===== src/rtl/gpio_bank_pkg.sv =====
package gpio_bank_pkg;
   localparam int unsigned DATA_W = 32;

   localparam logic [7:0] OFF_DOUT     = 8'h00;
   localparam logic [7:0] OFF_DIN      = 8'h04;
   localparam logic [7:0] OFF_DIR      = 8'h08;
   localparam logic [7:0] OFF_POL      = 8'h18;
   localparam logic [7:0] OFF_DUAL     = 8'h1C;
   localparam logic [7:0] OFF_PEND     = 8'h20;
   localparam logic [7:0] OFF_ROUTE    = 8'h24;
   localparam logic [7:0] OFF_IEN      = 8'h28;
   localparam logic [7:0] OFF_MODE     = 8'h2C;
   localparam logic [7:0] OFF_IEN_SET  = 8'h30;
   localparam logic [7:0] OFF_IEN_CLR  = 8'h34;
   localparam logic [7:0] OFF_DOUT_SET = 8'h40;
   localparam logic [7:0] OFF_DOUT_CLR = 8'h44;
   localparam logic [7:0] OFF_DIR_SET  = 8'h48;
   localparam logic [7:0] OFF_DIR_CLR  = 8'h4C;

   typedef enum logic {TRIG_EDGE = 1'b0, TRIG_LEVEL = 1'b1} trig_e;
endpackage


===== src/rtl/gpio_sync.sv =====
module gpio_sync #(
   parameter int unsigned W      = 32,
   parameter int unsigned STAGES = 2
) (
   input  logic         clk,
   input  logic         rst_n,
   input  logic [W-1:0] d_i,
   output logic [W-1:0] q_o
);
   if (STAGES < 2) begin : g_bad_stages
      $error("gpio_sync: STAGES must be at least 2");
   end

   logic [W-1:0] chain_q [STAGES];

   for (genvar s = 0; s < STAGES; s++) begin : g_stage
      always_ff @(posedge clk or negedge rst_n) begin
         if (!rst_n) chain_q[s] <= '0;
         else if (s == 0) chain_q[s] <= d_i;
         else chain_q[s] <= chain_q[(s == 0) ? 0 : s-1];
      end
   end

   assign q_o = chain_q[STAGES-1];
endmodule


===== src/rtl/gpio_evt_detect.sv =====
module gpio_evt_detect #(
   parameter int unsigned W = 32
) (
   input  logic         clk,
   input  logic         rst_n,
   input  logic [W-1:0] sync_i,
   input  logic [W-1:0] mode_i,
   input  logic [W-1:0] pol_i,
   input  logic [W-1:0] dual_i,
   output logic [W-1:0] evt_o
);
   import gpio_bank_pkg::*;

   logic [W-1:0] prev_q;

   always_ff @(posedge clk or negedge rst_n) begin
      if (!rst_n) prev_q <= '0;
      else        prev_q <= sync_i;
   end

   for (genvar p = 0; p < W; p++) begin : g_pin
      logic rise, fall, active;
      always_comb begin
         rise   = sync_i[p] & ~prev_q[p];
         fall   = ~sync_i[p] & prev_q[p];
         active = sync_i[p] ^ pol_i[p];
         if (trig_e'(mode_i[p]) == TRIG_LEVEL) evt_o[p] = active;
         else if (dual_i[p])                   evt_o[p] = rise | fall;
         else if (pol_i[p])                    evt_o[p] = fall;
         else                                  evt_o[p] = rise;
      end
   end
endmodule


===== src/rtl/gpio_regs.sv =====
module gpio_regs #(
   parameter int unsigned NPINS  = 32,
   parameter int unsigned ADDR_W = 8
) (
   input  logic                              clk,
   input  logic                              rst_n,
   input  logic                              we_i,
   input  logic [ADDR_W-1:0]                 addr_i,
   input  logic [gpio_bank_pkg::DATA_W-1:0]  wdata_i,
   output logic [gpio_bank_pkg::DATA_W-1:0]  rdata_o,
   input  logic [NPINS-1:0]                  sync_i,
   input  logic [NPINS-1:0]                  evt_i,
   output logic [NPINS-1:0]                  dout_o,
   output logic [NPINS-1:0]                  dir_o,
   output logic [NPINS-1:0]                  pol_o,
   output logic [NPINS-1:0]                  dual_o,
   output logic [NPINS-1:0]                  mode_o,
   output logic [NPINS-1:0]                  ien_o,
   output logic [NPINS-1:0]                  pend_o
);
   import gpio_bank_pkg::*;

   logic [NPINS-1:0]  wm;
   logic [NPINS-1:0]  ack;
   logic [DATA_W-1:0] route_q;

   assign wm  = wdata_i[NPINS-1:0];
   assign ack = (we_i && addr_i == ADDR_W'(OFF_PEND)) ? wm : '0;

   function automatic logic hit(input logic [ADDR_W-1:0] a, input logic [7:0] off);
      return a == ADDR_W'(off);
   endfunction

   always_ff @(posedge clk or negedge rst_n) begin
      if (!rst_n) begin
         dout_o  <= '0;
         dir_o   <= '0;
         pol_o   <= '0;
         dual_o  <= '0;
         mode_o  <= '0;
         ien_o   <= '0;
         route_q <= '0;
      end else if (we_i) begin
         if (hit(addr_i, OFF_DOUT))     dout_o  <= wm;
         if (hit(addr_i, OFF_DOUT_SET)) dout_o  <= dout_o | wm;
         if (hit(addr_i, OFF_DOUT_CLR)) dout_o  <= dout_o & ~wm;
         if (hit(addr_i, OFF_DIR))      dir_o   <= wm;
         if (hit(addr_i, OFF_DIR_SET))  dir_o   <= dir_o | wm;
         if (hit(addr_i, OFF_DIR_CLR))  dir_o   <= dir_o & ~wm;
         if (hit(addr_i, OFF_IEN))      ien_o   <= wm;
         if (hit(addr_i, OFF_IEN_SET))  ien_o   <= ien_o | wm;
         if (hit(addr_i, OFF_IEN_CLR))  ien_o   <= ien_o & ~wm;
         if (hit(addr_i, OFF_POL))      pol_o   <= wm;
         if (hit(addr_i, OFF_DUAL))     dual_o  <= wm;
         if (hit(addr_i, OFF_MODE))     mode_o  <= wm;
         if (hit(addr_i, OFF_ROUTE))    route_q <= wdata_i;
      end
   end

   // New events take priority over an acknowledge in the same cycle.
   always_ff @(posedge clk or negedge rst_n) begin
      if (!rst_n) pend_o <= '0;
      else        pend_o <= (pend_o & ~ack) | evt_i;
   end

   always_comb begin
      rdata_o = '0;
      if (hit(addr_i, OFF_DOUT) || hit(addr_i, OFF_DOUT_SET) || hit(addr_i, OFF_DOUT_CLR))
         rdata_o[NPINS-1:0] = dout_o;
      else if (hit(addr_i, OFF_DIR) || hit(addr_i, OFF_DIR_SET) || hit(addr_i, OFF_DIR_CLR))
         rdata_o[NPINS-1:0] = dir_o;
      else if (hit(addr_i, OFF_IEN) || hit(addr_i, OFF_IEN_SET) || hit(addr_i, OFF_IEN_CLR))
         rdata_o[NPINS-1:0] = ien_o;
      else if (hit(addr_i, OFF_DIN))  rdata_o[NPINS-1:0] = sync_i;
      else if (hit(addr_i, OFF_POL))  rdata_o[NPINS-1:0] = pol_o;
      else if (hit(addr_i, OFF_DUAL)) rdata_o[NPINS-1:0] = dual_o;
      else if (hit(addr_i, OFF_MODE)) rdata_o[NPINS-1:0] = mode_o;
      else if (hit(addr_i, OFF_PEND)) rdata_o[NPINS-1:0] = pend_o;
      else if (hit(addr_i, OFF_ROUTE)) rdata_o = route_q;
   end
endmodule


===== src/rtl/gpio_irq_bank.sv =====
module gpio_irq_bank #(
   parameter int unsigned NPINS       = 32,
   parameter int unsigned ADDR_W      = 8,
   parameter int unsigned SYNC_STAGES = 2,
   parameter bit          IRQ_REG     = 1'b0
) (
   input  logic                              clk,
   input  logic                              rst_n,
   input  logic                              bus_we,
   input  logic [ADDR_W-1:0]                 bus_addr,
   input  logic [gpio_bank_pkg::DATA_W-1:0]  bus_wdata,
   output logic [gpio_bank_pkg::DATA_W-1:0]  bus_rdata,
   input  logic [NPINS-1:0]                  pin_in,
   output logic [NPINS-1:0]                  pin_out,
   output logic [NPINS-1:0]                  pin_oe,
   output logic                              irq_out
);
   import gpio_bank_pkg::*;

   if (NPINS < 1 || NPINS > DATA_W) begin : g_bad_npins
      $error("gpio_irq_bank: NPINS must be in 1..DATA_W");
   end
   if (ADDR_W < 8) begin : g_bad_addr
      $error("gpio_irq_bank: ADDR_W must be at least 8");
   end

   logic [NPINS-1:0] sync_w, evt_w, pol_w, dual_w, mode_w, ien_q, pend_q;

   gpio_sync #(.W(NPINS), .STAGES(SYNC_STAGES)) u_sync (
      .clk(clk), .rst_n(rst_n), .d_i(pin_in), .q_o(sync_w)
   );

   gpio_evt_detect #(.W(NPINS)) u_detect (
      .clk(clk), .rst_n(rst_n), .sync_i(sync_w), .mode_i(mode_w),
      .pol_i(pol_w), .dual_i(dual_w), .evt_o(evt_w)
   );

   gpio_regs #(.NPINS(NPINS), .ADDR_W(ADDR_W)) u_regs (
      .clk(clk), .rst_n(rst_n), .we_i(bus_we), .addr_i(bus_addr),
      .wdata_i(bus_wdata), .rdata_o(bus_rdata), .sync_i(sync_w), .evt_i(evt_w),
      .dout_o(pin_out), .dir_o(pin_oe), .pol_o(pol_w), .dual_o(dual_w),
      .mode_o(mode_w), .ien_o(ien_q), .pend_o(pend_q)
   );

   if (IRQ_REG) begin : g_irq_reg
      always_ff @(posedge clk or negedge rst_n) begin
         if (!rst_n) irq_out <= 1'b0;
         else        irq_out <= |(pend_q & ien_q);
      end
   end else begin : g_irq_comb
      assign irq_out = |(pend_q & ien_q);
   end
endmodule


===== config.mk =====
export PLATFORM = sky130hd
export DESIGN_NAME = gpio_irq_bank
export DESIGN_NICKNAME = d
export VERILOG_FILES = /design/src/rtl/gpio_bank_pkg.sv /design/src/rtl/gpio_sync.sv /design/src/rtl/gpio_evt_detect.sv /design/src/rtl/gpio_regs.sv /design/src/rtl/gpio_irq_bank.sv
export SDC_FILE = /design/constraint.sdc
export NUM_CORES = 1
export LEC_CHECK = 0
export BUFFER_PORTS_ARGS = -buffer_cell sky130_fd_sc_hd__buf_2
export CAP_MARGIN = 20
export CORE_MARGIN = 2
export CORE_UTILIZATION = 29
export CTS_BUF_LIST = sky130_fd_sc_hd__clkbuf_4
export DETAILED_ROUTE_END_ITERATION = 10
export PLACE_DENSITY = 0.53
export SYNTH_ARGS = -nofsm -noshare
export SYNTH_HDL_FRONTEND = slang
export SYNTH_SLANG_ARGS = --single-unit

===== constraint.sdc =====
create_clock -name clk -period 2.05 [get_ports clk]
set_input_delay 0.3075 -clock clk [delete_from_list [all_inputs] [get_ports clk]]
set_output_delay 0.3075 -clock clk [all_outputs]
set_load 0.005 [all_outputs]

==> impl_metrics.ini, run 1 <==
[run_status]
status = finished, violations left
failed_checks = negative setup slack

[timing]
layout_min_cycle_time_ps = 2860
clock.fmax_mhz = 349
hold-worst-slack_ps = 84.7
finClkSkew_ps = 49.9
worst-slew-pin-transition_ps = 482
final-setup-viol-count = 33
rsz0062_at_grt = yes
worst_slew_margin_relative_to_its_limit = 0.678
report.final.slew_viol_count = 0
min_period_over_period = 1.40
totalNegativeSetupSlack_ps = -15550
report.final.hold_viol_count = 0
finalWorstSetupSlack_ps = -813

[finish]
drive_gt1_frac = 0.390
layout.core_utilization = 0.397
finalNetCount = 2081
final_design_area_no_fill_um2 = 23000
seq_area_um2 = 8820
synthToLayoutAreaGrowth_pct = 34.8
layout.filler_cells = 5704
area_of_the_multi_input_gates_um2 = 8060
instances_no_fill = 2782

[floorplanning]
floorplan.io_pins = 172
die_height_um = 247
dieArea_um2 = 60800
start_util = 0.295
rows = 88
design.core.area_um2 = 57900
die_w_um = 247

[worst_setup_path]
cp-end-kind = primary output
crit_required_ps = 1740
timing.rr.end = u_regs.pend_o[21]$_DFF_PN0_
nature_of_the_critical_path_startpoint = flip-flop
timing.critical_path.arrival_ps = 2560
regToRegStartpoint = u_sync.q_o[21]$_DFF_PN0_
path_max_fanout = 2
worstSetupStartpoint = u_regs.pend_o[30]$_DFF_PN0_
reg2regPathDepth = 5
path_class = flip-flop to primary output
r2r_slack_ps = 580

[route]
remaining_drc_errors = 0
route.detailed.wl_per_inst_um = 22.2
finalWirelength_um = 61800
vias_per_cell = 5.31
ant_nets = 0
drtIter0Drc = 1105
total_vias_in_the_final_route = 14800
drtPass1Iterations = 6

[logic_synthesis]
mappedNetlistNets = 1674
synth_enable_flop_cells = 0
postSynth.asyncResetShare = 1.00
synthesis.yosys.warnings = 0
synthDominantCellAreaShare = 0.516
synthDominantAreaCellType = sky130_fd_sc_hd__dfrtp_1
synth-main-ff-cell = sky130_fd_sc_hd__dfrtp_1
post_synth.cell_area_avg_um2 = 11.1
synth_cells = 1535
synth_area_leaders = sky130_fd_sc_hd__dfrtp_1 (52%), sky130_fd_sc_hd__mux2_2 (6.9%), sky130_fd_sc_hd__a22o_1 (5.2%), sky130_fd_sc_hd__ha_1 (4.7%), sky130_fd_sc_hd__a211oi_1 (3.8%)
cell_area_after_synthesis_um2 = 17100
postSynthRegisterBits = 352
synth_sequential_area_ratio = 0.516
yosys.cell_types.count = 51

[global_route]
grt_max_degree = 66
grt_pass1_wl_um = 93200
grt_overflow = 0
track_usage = 0.204
number_of_global_route_vias_before_repair = 15100
antenna_found_initial = 3

[clocking]
cts_made_buffers = 99
ctsRootBufferMaster = sky130_fd_sc_hd__clkbuf_4
cts_tree = yes
numClockSinks = 352
htree_levels = 3
latest_clock_arrival_within_the_worst_skew_pair_ps = 870
clock_path_buffers = 3
worst_setup_hold_path_clk_slew_ps = 70

[pwr]
p_total_mw = 16.2
internal-power_mw = 11.8
switching_share_of_power = 0.272
worst_vdd_ir_mv = 0.374
power.static_leakage_nw = 10.8
combinationalPowerShare = 0.109
power-per-cell-area_nw_per_um2 = 704
power.share.clock = 0.412
seq_power_share = 0.479
power_switching_mw = 4.40

[placed_design]
place.gp.congestion = 0.884
dp_hpwl_um = 42100
place_area_um2 = 20000
place.port_buffers = 171
dpl_worst_slack_ps = -594
placed_cells = 2503

[hold_path]
min_path_cells = 2
holdCritStartpoint = pin_in[29]
worst_hold_path_type = primary input to flip-flop
worst_hold_path.endpoint = u_sync.chain_q[61]$_DFF_PN0_

[job]
timing.max_cap.violations = 0
[state kept, by name, indices dropped and copies added (netlist names)]
name,cells
u_sync.q_o,32
u_regs.dual_o,32
u_regs.pend_o,32
u_sync.chain_q,32
u_regs.pol_o,32
u_detect.prev_q,32
u_regs.mode_o,32
u_regs.route_q,32
u_regs.dout_o,32
u_regs.dir_o,32
u_regs.ien_o,32
[synthesized netlist by cell type (2+ instances only)]
cell type	count
sky130_fd_sc_hd__a211oi_1	86
sky130_fd_sc_hd__a211oi_2	8
sky130_fd_sc_hd__a21oi_1	60
sky130_fd_sc_hd__a221o_1	32
sky130_fd_sc_hd__a221oi_1	5
sky130_fd_sc_hd__a22o_1	102
sky130_fd_sc_hd__a22oi_1	15
sky130_fd_sc_hd__a311oi_1	27
sky130_fd_sc_hd__a31oi_1	4
sky130_fd_sc_hd__and2_1	2
sky130_fd_sc_hd__and3_1	6
sky130_fd_sc_hd__buf_1	6
sky130_fd_sc_hd__buf_2	23
sky130_fd_sc_hd__buf_6	2
sky130_fd_sc_hd__clkbuf_1	93
sky130_fd_sc_hd__dfrtp_1	352
sky130_fd_sc_hd__ha_1	64
sky130_fd_sc_hd__inv_1	95
sky130_fd_sc_hd__mux2_1	23
sky130_fd_sc_hd__mux2_2	105
sky130_fd_sc_hd__nand2_1	97
sky130_fd_sc_hd__nand2b_1	2
sky130_fd_sc_hd__nand3_1	14
sky130_fd_sc_hd__nand4_1	3
sky130_fd_sc_hd__nor2_1	34
sky130_fd_sc_hd__nor2_2	2
sky130_fd_sc_hd__nor2b_1	35
sky130_fd_sc_hd__nor3_2	3
sky130_fd_sc_hd__o21ai_0	124
sky130_fd_sc_hd__o221ai_1	32
sky130_fd_sc_hd__o22ai_1	28
sky130_fd_sc_hd__xor2_1	32
[per-layer routing]
layer,track usage,up-vias,routed length [um],part of all wire
li1,-,6556,-,-
met1,0.272,7516,27300,0.44
met2,0.319,555,28300,0.46
met3,0.0464,144,4050,0.066
met4,0.0849,2,2110,0.034
met5,0,-,8,0.00013
[power by group through the flow]
stage	Combinational, mW	Clock, mW	Sequential (mW)
2_1_floorplan	0.766	0	7.73
3_3_place_gp	1.52	0	7.86
3_5_place_dp	1.55	0	7.88
4_1_cts	1.76	6.90	7.75
5_1_grt	1.95	7.30	7.80
6_report	1.77	6.68	7.76
[worst max-delay path: stages (launching register included)]
cell	delay [ps]
sky130_fd_sc_hd__dfrtp_1	410
sky130_fd_sc_hd__a22o_4	300
sky130_fd_sc_hd__a221oi_2	170
sky130_fd_sc_hd__nand3_1	100
sky130_fd_sc_hd__or4_4	580
sky130_fd_sc_hd__buf_6	150
[cell usage in the layout, fill, tap and decap left out, types with 22 or more instances in the layout]
cell type	Yosys	layout
sky130_fd_sc_hd__buf_2	23	156
sky130_fd_sc_hd__o221ai_2	0	26
sky130_fd_sc_hd__a22o_1	102	101
sky130_fd_sc_hd__buf_4	0	151
sky130_fd_sc_hd__ha_1	64	64
sky130_fd_sc_hd__inv_1	95	95
sky130_fd_sc_hd__nor2b_1	35	34
sky130_fd_sc_hd__a21oi_1	60	46
sky130_fd_sc_hd__mux2_1	23	23
sky130_fd_sc_hd__nor2_1	34	32
sky130_fd_sc_hd__a221o_1	32	32
sky130_fd_sc_hd__dlygate4sd3_1	0	66
sky130_fd_sc_hd__clkbuf_4	0	153
sky130_fd_sc_hd__nand2_1	97	81
sky130_fd_sc_hd__o22ai_1	28	28
sky130_fd_sc_hd__buf_6	2	22
sky130_fd_sc_hd__mux2_2	105	105
sky130_fd_sc_hd__a211oi_2	8	27
sky130_fd_sc_hd__xor2_1	32	32
sky130_fd_sc_hd__a211oi_1	86	65
sky130_fd_sc_hd__o21ai_0	124	113
sky130_fd_sc_hd__dfrtp_1	352	339
sky130_fd_sc_hd__buf_12	0	34
sky130_fd_sc_hd__a311oi_2	0	24
[worst max path at each step]
stage | endpoint | slack (ps) | cells after the start
after floorplan | bus_rdata[11] | -10 | 8
after global placement | bus_rdata[12] | -540 | 8
after detailed placement | bus_rdata[11] | -590 | 8
after CTS | irq_out | -900 | 5
after global routing | irq_out | -870 | 5
final | irq_out | -810 | 5
[area by class of cell]
cell class	instances	share of cell area
sequential	352	0.383
antenna	3	0.000326
clock inverter	21	0.00609
multi-input combinational	963	0.350
timing repair buffer	431	0.153
tap	765	0.0416
inverter	95	0.0155
clock buffer	152	0.0496
[cells by family after synthesis]
family | after synthesis | synth area share
compound gates | 529 | 0.224
xor+xnor | 32 | 0.0164
fa+ha+maj | 64 | 0.0469
buf+inv | 220 | 0.0510
flops | 352 | 0.516
mux | 128 | 0.0844
simple gates | 210 | 0.0616
[what timing repair did]
action,in CTS,in global routing
hold buffers,67,0
endpoints found under the hold margin,640,0
endpoints found under the setup margin,33,33
resized for setup,124,39
buffers inserted,30,13
pin swaps,95,35
No activity file was read; power rests on OpenSTA's default activity.
==> inputs of run 2 (changes only) <==
CTS_BUF_LIST = sky130_fd_sc_hd__clkbuf_4 sky130_fd_sc_hd__clkbuf_8 sky130_fd_sc_hd__clkbuf_16   (was sky130_fd_sc_hd__clkbuf_4)
==> run 2 against run 1 <==
Effect of this change:
- the flow still finishes with violations (negative setup slack)
- design area grew 6.5%
- global-route usage up 0.77 points
- critical path depth is the same
- first-iteration DRC count grew 5.1%
- register-to-register slack worse by 30 ps
- highest routed layer is now met4
==> impl_metrics.ini, run 2 (synthesis results as in run 1) <==
[worst_setup_path]
cp-end-kind = primary output
path_max_fanout = 2
reg2regPathDepth = 5
slowest_delay_ps = 580
nature_of_the_critical_path_startpoint = flip-flop
timing.rr.end = u_regs.pend_o[30]$_DFF_PN0_
cp-endpoint = irq_out
r2r_slack_ps = 550
crit_required_ps = 1740
worstPathCellList = a22o_4 > a221oi_2 > nand3_1 > or4_4 > buf_6
timing.critical_path.arrival_ps = 2260
worstSetupStartpoint = u_regs.ien_o[30]$_DFFE_PN0P_
path_class = flip-flop to primary output
regToRegStartpoint = u_sync.q_o[30]$_DFF_PN0_
timing.critical_path.slowest_stage_cell = sky130_fd_sc_hd__or4_4

[floorplanning]
start_util = 0.295
rows = 88
floorplan.io_pins = 172
design.core.area_um2 = 57900
die_w_um = 247
dieArea_um2 = 60800
die_height_um = 247

[hold_path]
worst_hold_path_type = primary input to flip-flop

[timing]
worst_slew_margin_relative_to_its_limit = 0.613
final-setup-viol-count = 51
finalWorstSetupSlack_ps = -521
worst-slew-pin-transition_ps = 578
finClkSkew_ps = 13.1
layout_min_cycle_time_ps = 2570
totalNegativeSetupSlack_ps = -11420
hold-worst-slack_ps = 122
report.final.hold_viol_count = 0
min_period_over_period = 1.25
report.final.slew_viol_count = 0
clock.fmax_mhz = 389
rsz0062_at_grt = yes

[placed_design]
dpl_worst_slack_ps = -594
place.port_buffers = 171
placed_cells = 2503
place.gp.congestion = 0.884
dp_hpwl_um = 42100
place_area_um2 = 20000

[clocking]
ctsRootBufferMaster = sky130_fd_sc_hd__clkbuf_16
cts_tree = yes
htree_levels = 2
clock_path_buffers = 3
cts_made_buffers = 42
numClockSinks = 352
latest_clock_arrival_within_the_worst_skew_pair_ps = 570
worst_setup_hold_path_clk_slew_ps = 70

[job]
timing.max_cap.violations = 0

[global_route]
number_of_global_route_vias_before_repair = 14900
grt_pass1_wl_um = 96400
antenna_found_initial = 1
grt_overflow = 0
track_usage = 0.212
grt_max_degree = 66

[pwr]
seq_power_share = 0.449
power_switching_mw = 4.49
p_total_mw = 17.4
internal-power_mw = 12.9
combinationalPowerShare = 0.109
switching_share_of_power = 0.259
worst_vdd_ir_mv = 0.536
power.share.clock = 0.442
power-per-cell-area_nw_per_um2 = 709
power.static_leakage_nw = 11.1

[run_status]
status = finished, violations left
failed_checks = negative setup slack

[finish]
final_design_area_no_fill_um2 = 24500
highest_count_cells_in_the_layout_ignoring_fill_and_taps = sky130_fd_sc_hd__dfrtp_1 (344), sky130_fd_sc_hd__buf_2 (156), sky130_fd_sc_hd__buf_4 (135)
drive_gt1_frac = 0.414
finalNetCount = 2024
instances_no_fill = 2681
synthToLayoutAreaGrowth_pct = 43.6
layout.cells.most_common = sky130_fd_sc_hd__dfrtp_1
layout.core_utilization = 0.423

[route]
route.detailed.wl_per_inst_um = 24.2
finalWirelength_um = 64800
total_vias_in_the_final_route = 14700
remaining_drc_errors = 0
ant_nets = 0
drtPass1Iterations = 8
vias_per_cell = 5.46
drtIter0Drc = 1161
==> run 2: routing by layer <==
layer  share of wire  wire length, um  GRT usage
met5               0                0          0
met4           0.040             2570     0.0900
met3           0.062             4010     0.0365
met2            0.46            29900      0.335
met1            0.44            28300      0.285
==> run 2: worst max-delay path: cells and delay by family (launching register included) <==
kind | cells | cell delay [ps]
compound gates | 2 | 470
buf+inv | 1 | 150
simple gates | 2 | 680
flops | 1 | 410
==> run 2: final cells by class <==
class	count	area [um^2]
flip-flops and latches	352	8820
clock buffers	62	1290
fillers	5393	33400
diodes	1	2.50
repair buffers	431	3920
multi-input cells	963	9030
well taps	765	957
inverters	95	357
clock inverters	12	124
==> run 2: how the worst min path moves through the flow <==
stage | from | to | depth (start not counted)
2_1_floorplan | rst_n | u_detect.prev_q[0]$_DFF_PN0_ | 0
3_3_place_gp | rst_n | u_sync.chain_q[60]$_DFF_PN0_ | 1
3_5_place_dp | rst_n | u_sync.chain_q[60]$_DFF_PN0_ | 1
4_1_cts | bus_wdata[17] | u_regs.pol_o[17]$_DFFE_PN0P_ | 2
5_1_grt | bus_wdata[17] | u_regs.dir_o[17]$_DFFE_PN0P_ | 2
6_report | bus_wdata[17] | u_regs.pol_o[17]$_DFFE_PN0P_ | 2
==> run 2: timing repair <==
item	4_1_cts	5_1_grt
endpoints found under the setup margin	33	33
pin swaps	106	61
hold buffers	33	0
resized for setup	277	90
cloned	9	1
endpoints found under the hold margin	70	0
setup buffers	56	23
==> run 2: power by group through the flow <==
stage          clock network, mW  logic, mW  registers, mW
3_5_place_dp                   0       1.55           7.88
6_report                    7.67       1.90           7.80
4_1_cts                     7.83       1.83           7.77
5_1_grt                     8.11       2.07           7.84
3_3_place_gp                   0       1.52           7.86
2_1_floorplan                  0      0.766           7.73
